===== src/rtl/img_grad_pkg.sv =====
package img_grad_pkg;

  // Signed difference of two pixel values.
  function automatic int grad_diff(input int hi, input int lo);
    return hi - lo;
  endfunction

  // Absolute value of the sum of two gradient components.
  function automatic int grad_abs_sum(input int a, input int b);
    int s;
    s = a + b;
    return (s < 0) ? -s : s;
  endfunction

  typedef struct packed {
    logic vld;
    logic sof;
    logic eol;
  } beat_tag_t;

endpackage


===== src/rtl/grad_pos_counter.sv =====
module grad_pos_counter #(
  parameter int FRAME_W = 66,
  parameter int FRAME_H = 130,
  parameter int COL_W   = $clog2(FRAME_W),
  parameter int ROW_W   = $clog2(FRAME_H)
) (
  input  logic             clk,
  input  logic             rst,
  input  logic             in_valid,
  input  logic             in_sof,
  output logic [COL_W-1:0] col,
  output logic [ROW_W-1:0] row,
  output logic             is_border
);
  localparam logic [COL_W-1:0] COL_LAST = COL_W'(FRAME_W - 1);
  localparam logic [ROW_W-1:0] ROW_LAST = ROW_W'(FRAME_H - 1);

  logic [COL_W-1:0] col_q;
  logic [ROW_W-1:0] row_q;

  // A start strobe overrides the running position for the current pixel.
  assign col = in_sof ? '0 : col_q;
  assign row = in_sof ? '0 : row_q;

  assign is_border = (col == '0) || (col == COL_LAST) ||
                     (row == '0) || (row == ROW_LAST);

  always_ff @(posedge clk) begin
    if (rst) begin
      col_q <= '0;
      row_q <= '0;
    end else if (in_valid) begin
      if (col == COL_LAST) begin
        col_q <= '0;
        row_q <= (row == ROW_LAST) ? '0 : row + 1'b1;
      end else begin
        col_q <= col + 1'b1;
        row_q <= row;
      end
    end
  end
endmodule


===== src/rtl/grad_line_store.sv =====
module grad_line_store #(
  parameter int PIX_W   = 8,
  parameter int FRAME_W = 66,
  parameter int COL_W   = $clog2(FRAME_W)
) (
  input  logic             clk,
  input  logic             rst,
  input  logic             in_valid,
  input  logic [COL_W-1:0] col,
  input  logic [PIX_W-1:0] pix_z,
  output logic [PIX_W-1:0] up_px,
  output logic [PIX_W-1:0] down_px,
  output logic [PIX_W-1:0] left_px,
  output logic [PIX_W-1:0] right_px
);
  localparam int MID_TAPS = 3;
  localparam int OUT_TAPS = 2;

  logic [PIX_W-1:0] row_near [FRAME_W];
  logic [PIX_W-1:0] row_far  [FRAME_W];
  logic [PIX_W-1:0] mid_sr   [MID_TAPS];
  logic [PIX_W-1:0] up_sr    [OUT_TAPS];
  logic [PIX_W-1:0] down_sr  [OUT_TAPS];
  logic [PIX_W-1:0] near_rd, far_rd;

  assign near_rd = row_near[col];
  assign far_rd  = row_far[col];

  always_ff @(posedge clk) begin
    if (rst) begin
      for (int i = 0; i < FRAME_W; i++) begin
        row_near[i] <= '0;
        row_far[i]  <= '0;
      end
      for (int i = 0; i < MID_TAPS; i++) mid_sr[i] <= '0;
      for (int i = 0; i < OUT_TAPS; i++) begin
        up_sr[i]   <= '0;
        down_sr[i] <= '0;
      end
    end else if (in_valid) begin
      row_near[col] <= pix_z;
      row_far[col]  <= near_rd;
      mid_sr[0]     <= near_rd;
      up_sr[0]      <= far_rd;
      down_sr[0]    <= pix_z;
      for (int i = 1; i < MID_TAPS; i++) mid_sr[i] <= mid_sr[i-1];
      for (int i = 1; i < OUT_TAPS; i++) begin
        up_sr[i]   <= up_sr[i-1];
        down_sr[i] <= down_sr[i-1];
      end
    end
  end

  // Window centre sits one column behind the newest sample.
  assign up_px    = up_sr[OUT_TAPS-1];
  assign down_px  = down_sr[OUT_TAPS-1];
  assign right_px = mid_sr[0];
  assign left_px  = mid_sr[MID_TAPS-1];
endmodule


===== src/rtl/grad_calc.sv =====
module grad_calc
  import img_grad_pkg::*;
#(
  parameter int PIX_W  = 8,
  parameter int DIFF_W = PIX_W + 1,
  parameter int MAG_W  = PIX_W + 2
) (
  input  logic                     clk,
  input  logic                     rst,
  input  beat_tag_t                tag_in,
  input  logic [PIX_W-1:0]         up_px,
  input  logic [PIX_W-1:0]         down_px,
  input  logic [PIX_W-1:0]         left_px,
  input  logic [PIX_W-1:0]         right_px,
  output beat_tag_t                tag_out,
  output logic signed [DIFF_W-1:0] gx,
  output logic signed [DIFF_W-1:0] gy,
  output logic [MAG_W-1:0]         mag,
  output logic                     gx_zero
);
  int vert_i, horz_i, mag_i;

  always_comb begin
    vert_i = grad_diff(int'(down_px), int'(up_px));
    horz_i = grad_diff(int'(right_px), int'(left_px));
    mag_i  = grad_abs_sum(vert_i, horz_i);
  end

  always_ff @(posedge clk) begin
    if (rst) begin
      tag_out <= '0;
      gx      <= '0;
      gy      <= '0;
      mag     <= '0;
      gx_zero <= 1'b0;
    end else begin
      tag_out <= tag_in;
      gx      <= DIFF_W'(vert_i);
      gy      <= DIFF_W'(horz_i);
      mag     <= MAG_W'(mag_i);
      gx_zero <= (down_px == up_px);
    end
  end
endmodule


===== src/rtl/img_grad_stream.sv =====
module img_grad_stream
  import img_grad_pkg::*;
#(
  parameter int PIX_W   = 8,
  parameter int FRAME_W = 66,
  parameter int FRAME_H = 130
) (
  input  logic                   clk,
  input  logic                   rst,
  input  logic                   in_valid,
  input  logic                   in_sof,
  input  logic [PIX_W-1:0]       in_pix,
  output logic                   out_valid,
  output logic                   out_sof,
  output logic                   out_eol,
  output logic signed [PIX_W:0]  out_gx,
  output logic signed [PIX_W:0]  out_gy,
  output logic [PIX_W+1:0]       out_mag,
  output logic                   out_gx_zero
);
  localparam int COL_W  = $clog2(FRAME_W);
  localparam int ROW_W  = $clog2(FRAME_H);
  localparam int DIFF_W = PIX_W + 1;
  localparam int MAG_W  = PIX_W + 2;
  localparam logic [COL_W-1:0] COL_FIRST_OUT = COL_W'(2);
  localparam logic [ROW_W-1:0] ROW_FIRST_OUT = ROW_W'(2);
  localparam logic [COL_W-1:0] COL_LAST      = COL_W'(FRAME_W - 1);

  logic [COL_W-1:0] cur_col;
  logic [ROW_W-1:0] cur_row;
  logic             cur_border;
  logic [PIX_W-1:0] pix_z;
  logic [PIX_W-1:0] up_px, down_px, left_px, right_px;
  beat_tag_t        win_tag, res_tag;
  logic             win_ready;

  grad_pos_counter #(
    .FRAME_W(FRAME_W), .FRAME_H(FRAME_H), .COL_W(COL_W), .ROW_W(ROW_W)
  ) u_pos (
    .clk(clk), .rst(rst), .in_valid(in_valid), .in_sof(in_sof),
    .col(cur_col), .row(cur_row), .is_border(cur_border)
  );

  assign pix_z = cur_border ? '0 : in_pix;

  grad_line_store #(
    .PIX_W(PIX_W), .FRAME_W(FRAME_W), .COL_W(COL_W)
  ) u_lines (
    .clk(clk), .rst(rst), .in_valid(in_valid), .col(cur_col), .pix_z(pix_z),
    .up_px(up_px), .down_px(down_px), .left_px(left_px), .right_px(right_px)
  );

  // The window is complete once the lower-right neighbour has arrived.
  assign win_ready = in_valid && (cur_row >= ROW_FIRST_OUT) &&
                     (cur_col >= COL_FIRST_OUT);

  always_ff @(posedge clk) begin
    if (rst) begin
      win_tag <= '0;
    end else begin
      win_tag.vld <= win_ready;
      win_tag.sof <= win_ready && (cur_row == ROW_FIRST_OUT) &&
                     (cur_col == COL_FIRST_OUT);
      win_tag.eol <= win_ready && (cur_col == COL_LAST);
    end
  end

  grad_calc #(
    .PIX_W(PIX_W), .DIFF_W(DIFF_W), .MAG_W(MAG_W)
  ) u_calc (
    .clk(clk), .rst(rst), .tag_in(win_tag),
    .up_px(up_px), .down_px(down_px), .left_px(left_px), .right_px(right_px),
    .tag_out(res_tag), .gx(out_gx), .gy(out_gy), .mag(out_mag),
    .gx_zero(out_gx_zero)
  );

  assign out_valid = res_tag.vld;
  assign out_sof   = res_tag.sof;
  assign out_eol   = res_tag.eol;
endmodule


===== config.mk =====
export PLATFORM = sky130hd
export DESIGN_NAME = img_grad_stream
export DESIGN_NICKNAME = d
export VERILOG_FILES = /design/src/rtl/img_grad_pkg.sv /design/src/rtl/grad_pos_counter.sv /design/src/rtl/grad_line_store.sv /design/src/rtl/grad_calc.sv /design/src/rtl/img_grad_stream.sv
export SDC_FILE = /design/constraint.sdc
export NUM_CORES = 2
export LEC_CHECK = 0
export BUFFER_PORTS_ARGS = -buffer_cell sky130_fd_sc_hd__buf_2
export CAP_MARGIN = 10
export CORE_MARGIN = 1.5
export CORE_UTILIZATION = 40
export CTS_BUF_LIST = sky130_fd_sc_hd__clkbuf_4 sky130_fd_sc_hd__clkbuf_8
export DETAILED_ROUTE_END_ITERATION = 10
export SETUP_SLACK_MARGIN = 0.05
export SYNTH_ARGS = -nofsm -noshare
export SYNTH_HDL_FRONTEND = slang
export SYNTH_SLANG_ARGS = --single-unit

===== constraint.sdc =====
create_clock -name clk -period 6.3 [get_ports clk]
set_input_delay 0.945 -clock clk [delete_from_list [all_inputs] [get_ports clk]]
set_output_delay 0.945 -clock clk [all_outputs]
set_load 0.02 [all_outputs]

Yosys cells after proc, flatten, opt, wreduce, memory -nomap -nowiden:

Memory sizes are Yosys's and may differ from the RTL's.
Index checks and enable logic that the tools add are counted.
W data, S select, Z words.

* memory bits (writable): 1112
* input bits: 12
* bits in registers: 50
* memories: 5

* bitwise logic cells: 7
* multiplexer cells: 25
* $add $sub $neg: 6
* $lt $le $gt $ge: 3
* eq/ne operators: 5
* reductions and logical operators: 12

Memories
* u_lines.row_far: words 66, width 8, read ports 1, clocked after Yosys merged registers in 0, write ports 66, line grad_line_store.sv:20 `logic [PIX_W-1:0] row_far [FRAME_W];`
* u_lines.row_near: words 66, width 8, read ports 1, clocked after Yosys merged registers in 0, write ports 66, line grad_line_store.sv:19 `logic [PIX_W-1:0] row_near [FRAME_W];`
* u_lines.mid_sr: words 3, width 8, read ports 3, clocked after Yosys merged registers in 0, write ports 3, line grad_line_store.sv:21 `logic [PIX_W-1:0] mid_sr [MID_TAPS];`
* u_lines.down_sr: words 2, width 8, read ports 2, clocked after Yosys merged registers in 0, write ports 2, line grad_line_store.sv:23 `logic [PIX_W-1:0] down_sr [OUT_TAPS];`
* u_lines.up_sr: words 2, width 8, read ports 2, clocked after Yosys merged registers in 0, write ports 2, line grad_line_store.sv:22 `logic [PIX_W-1:0] up_sr [OUT_TAPS];`

Operators with widths (count)
* $mux W8: 13
* $lt A32 B1 Y1 const B: 1
* $mux W7: 4
* $sub A8 B8 Y9: 2
* $reduce_or A8 Y1: 2
* $add A9 B9 Y10: 1
* $mux W10: 1
* $neg A10 Y10: 1
* $add A8 B1 Y8 const B: 1
* $eq A8 B2 Y1 const B: 1
* $eq A8 B8 Y1: 1
* $eq A8 B8 Y1 const B: 1
* $ge A8 B2 Y1 const B: 1
* $logic_not A8 Y1: 1
* $add A7 B1 Y7 const B: 1
* $eq A7 B2 Y1 const B: 1
* $eq A7 B7 Y1 const B: 1
* $ge A7 B2 Y1 const B: 1
* $logic_not A7 Y1: 1
* $mux W1: 7
* $or A1 B1 Y1: 7
* $logic_and A1 B1 Y1: 5
* $logic_or A1 B1 Y1: 3

Logic depth before layout (Yosys ltp):

* word-level depth: 7
* depth in mapped cells: 19
* depth with buffers taken out: 17

Modules after synthesis:

From an unflattened synthesis, not the netlist that was laid out.

* cells, all modules: 5431
* area total of the unflattened synthesis: 90305.4 um^2

By module, submodules not included
* grad_line_store: instances 1, area an instance 86728.2 um^2, cells each 4994
* grad_calc: instances 1, area an instance 2275.9 um^2, cells each 267
* grad_pos_counter: instances 1, area an instance 1097.3 um^2, cells each 146
* img_grad_stream: instances 1, area an instance 203.9 um^2, cells each 24

Worst setup path before layout:

Ideal clock, no wire load.

* kind: input-to-reg
* start point: input in_sof
* end point: memory u_lines.row_near[100][0] (data pin)
* path buffers: 10
* stages: 18
* data arrival time: 4.596 ns
* data required time: 5.960 ns
* path slack: 1.364 ns
* cell sequence: buf_2 -> nand2b_1 -> buf_2 -> buf_2 -> buf_2 -> buf_2 -> buf_2 -> buf_2 -> ha_1 -> nand2_1 -> or3_1 -> clkbuf_1 -> nand2_1 -> a2111oi_4 -> nand2_1 -> buf_2 -> buf_1 -> inv_1

RTL lines
* start: declaration: line img_grad_stream.sv:11 `input logic in_sof,`
* end: declaration: line grad_line_store.sv:19

==> results.md <==
Global route:
- The global-route congestion overflow total is 0.
- The initial antenna violation count is 11.
- The via count of the first global-routing pass came to 58620.
- Entering global routing, the biggest net connects 122 pins.
- The first global-routing pass estimated 416 mm of wire.
- For this run, the total global-route usage over all layers was measured as 24.6%.

Logic synthesis:
- Sequential cells were found to cover 70.3% of the synthesized design area.
- The post-synthesis area per instance is 13.0 µm².
- The distinct cell type count of the synthesized netlist is 70.
- edfxtp_1 is the most common cell in the netlist.
- Synthesis produced a netlist with a net count of just over 7000.
- Synthesis handed over a netlist of ~7000 instances.
- The synthesized design contains around 2100 enable-type register cells.
- The async set or reset register ratio after synthesis is 0%.
- Ranked by instance count, the synthesized netlist is headed by 2104 x edfxtp_1, 1223 x nor2_1, 759 x nand2_1.
- The share of synthesized area in the top cell type comes to 69.2%.
- The synthesized design spends more area on one cell type than any other, namely edfxtp_1.
- The Yosys step of the flow raised 0 warnings.
- Synthesis inferred 2154 register bits.
- In the post-synthesis netlist, the biggest area contributors are edfxtp_1 69%, nor2_1 5.0%, mux2i_1 3.2%.
- The netlist area before placement is 0.0913 mm².
- The most frequently used flop master after synthesis is edfxtp_1.

Timing:
- The remaining max-slew budget at the tightest pin is between 10 and 15%.
- Setup repair after global routing left no endpoint under its margin.
- The final critical-path share of the clock period is a little over four fifths.
- The maximum clock skew at final layout is 114 ps.
- The final worst slack is 1040 ps.
- Setup total negative slack on the finished layout was measured at 0 ps.
- At the pin with the least slew margin, the transition time is about 1300 ps.
- The minimum clock period after layout is 5260 ps.
- The count of final hold-check violations is 0.
- The final-report setup violation count is 0.
- The maximum clock rate is 190 MHz.
- The number of slew-limit violations in the final report came to 0.

Routing:
- The pre-antenna-repair detailed-routing pass consisted of 8 iterations.
- After the first detailed-routing iteration, the DRC count stood at approximately 8300.
- Across all layers, the routed design uses a little over 60000 vias.
- The post-route antenna net violation count is 0.
- The DRC violations left is 0.
- Wires add up to just under 300 mm.
- After detailed routing, the average wire length per cell comes to ~28 µm.
- The via-per-instance ratio is 5.88.

Final layout:
- The area growth from synthesis to layout is 12.4%.
- At the end of the flow, the number of nets in the layout was between 7000 and 8000.
- The fraction of layout cells with a size suffix above 1 is 14.5%.
- The number of filler cells placed in the layout is 20313.
- The finished layout cell area is 0.103 mm².

Clock network:
- The cell at the root of the clock tree is clkbuf_8.
- The CTS sink count is 2154.
- In this run, CTS created clock tree buffers numbering 370.
- The number of hold-repair buffers added at the cts stage is 0.
- The clock tree from TritonCTS is built.
- The deepest level of the CTS H-tree is 5.
- Clock-pin slew was measured on the worst setup and hold paths at roughly 60 ps.
- The clock insertion delay at the later pin of the skew report is 1080 ps.
- No sink is reached through more buffers than the 4 on the longest clock path.
- After clock tree synthesis, the setup repair step added 0 buffers.
- Post-CTS repair changed the size of 0 cells.

Floorplanning:
- For this configuration, the core starts out at a cell density of 40.2%.
- The area enclosed by the die boundary is 0.231 mm².
- In this run the vertical extent of the chip is 481 µm.
- 44 I/O pins were placed.
- The placement row count is 175.
- The area of the core region is 0.227 mm².
- Measured along the x axis, the die boundary spans approximately 480 µm.

Placement:
- Summed over all nets, the half-perimeter wirelength after detailed placement is ~170 mm.
- Before CTS, the worst setup slack after placement is 928 ps.
- The congestion estimate from routability-driven global placement came to 0.928.
- After detailed placement, the total cell area comes to roughly 0.096 mm².
- The count of input and output buffers is 43.

Critical path:
- The largest driver fanout on the critical path is 66.
- The most critical setup path has its startpoint at u_pos.col_q[0].
- The required arrival time at the worst endpoint is approximately 7000 ps.
- For the worst setup path, the data arrival time is around 6000 ps.
- The startpoint of the most critical register-to-register path is u_pos.col_q[0].
- The critical setup path kind is register to register.
- The capturing element type of the critical path is a register.
- STA classifies the critical path startpoint as a register.

Flow run:
- The number of maximum-capacitance violations is 0.

Power and ir drop:
- The largest voltage drop on the vdd net is 0.185 mV.
- The static leakage is 34.0 nW.
- Power spread over the standard cell area amounts to 297 mW/mm².
- The design draws 30.4 mW.

Hold path:
- The launch instance of the worst min-delay path is in_valid.
- The worst min-delay path category is primary input to register.

Run status:
- The run finished with clean final reports.
-- final cells by class --
type / count / area (µm²) / share of cell area [%]
sequential: 2154 / 64200 / 62.6
clock buffer: 518 / 6250 / 6.09
timing repair buffer: 338 / 2950 / 2.87
antenna: 6 / 15.0 / 0.0146
multi-input combinational: 4223 / 24500 / 23.9
tap: 3009 / 3760 / 3.67
inverter: 66 / 263 / 0.256
clock inverter: 120 / 703 / 0.685
-- worst paths after layout --
kind	endpoint	slack, ps	cells past startpoint
max reg2reg	u_lines.row_far[53][0]	1040	11
min reg2reg	u_pos.row_q[1]	460	2
min	u_pos.col_q[0]	340	3
max	u_lines.row_far[53][0]	1040	11
-- power breakdown --
| group | leakage, nW | switching, mW | internal [mW] |
|---|---|---|---|
| clock network | 3.70 | 5.63 | 6.64 |
| logic | 8.76 | 1.38 | 0.629 |
| registers | 21.5 | 0.133 | 16.0 |
| total | 34.0 | 7.14 | 23.3 |
-- registers in the layout, indices dropped and copies added (netlist names) --
register          cells
u_calc.gx             9
u_calc.gx_zero        1
u_calc.gy             9
u_calc.mag           10
u_calc.tag_out        3
u_lines.down_sr      16
u_lines.mid_sr       24
u_lines.row_far    1024
u_lines.row_near   1024
u_lines.up_sr        16
u_pos.col_q           7
u_pos.row_q           8
win_tag               3
-- per-layer routing --
metal	part of all wire (%)	track usage, %	vias up
li1	-	-	26307
met1	40	33.4	30918
met2	45	37.8	3448
met3	10	5.75	673
met4	4.6	10.8	6
met5	0.014	0	-
-- kinds of logic after synthesis --
family	after synthesis	share of synthesized area (%)
AO/OA/AOI/OAI	1304	9.71
adder cells (fa/ha/maj)	38	0.542
XOR/XNOR	19	0.200
flip-flops	2154	70.3
multiplexers	386	4.54
buffers and inverters	653	3.15
AND/OR/NAND/NOR	2476	11.5
-- worst max-delay path, stage by stage (launching register included) --
cell and delay, ps:
dfxtp_4 780, buf_4 460, buf_4 460, mux2i_1 750
nand2_1 130, a31oi_1 220, a21oi_1 100, nor4_1 670
nand2_1 210, nand3_4 120, buf_4 650, nor2_1 110
-- stage by stage --
stage          util, %  hold slack, ps  std cells
2_1_floorplan        -             414       7030
3_3_place_gp      42.1             431       9788
3_5_place_dp      42.1             440       9789
4_1_cts           45.2             234      10427
5_1_grt           45.2             275      10433
6_report          45.2             339      10434
-- cell usage in the layout, fill, tap and decap left out, drive strengths merged, types with 75 or more instances in the layout --
cell,instances
clkbuf,518
a21oi,376
buf,338
a311oi,75
mux2,80
nor2b,207
a31oi,160
clkinv,106
edfxtp,2104
nand2,767
a211oi,294
a221oi,127
nor2,1224
nand3,81
nand2b,78
mux2i,292
Power figures use the tool's default switching activity.
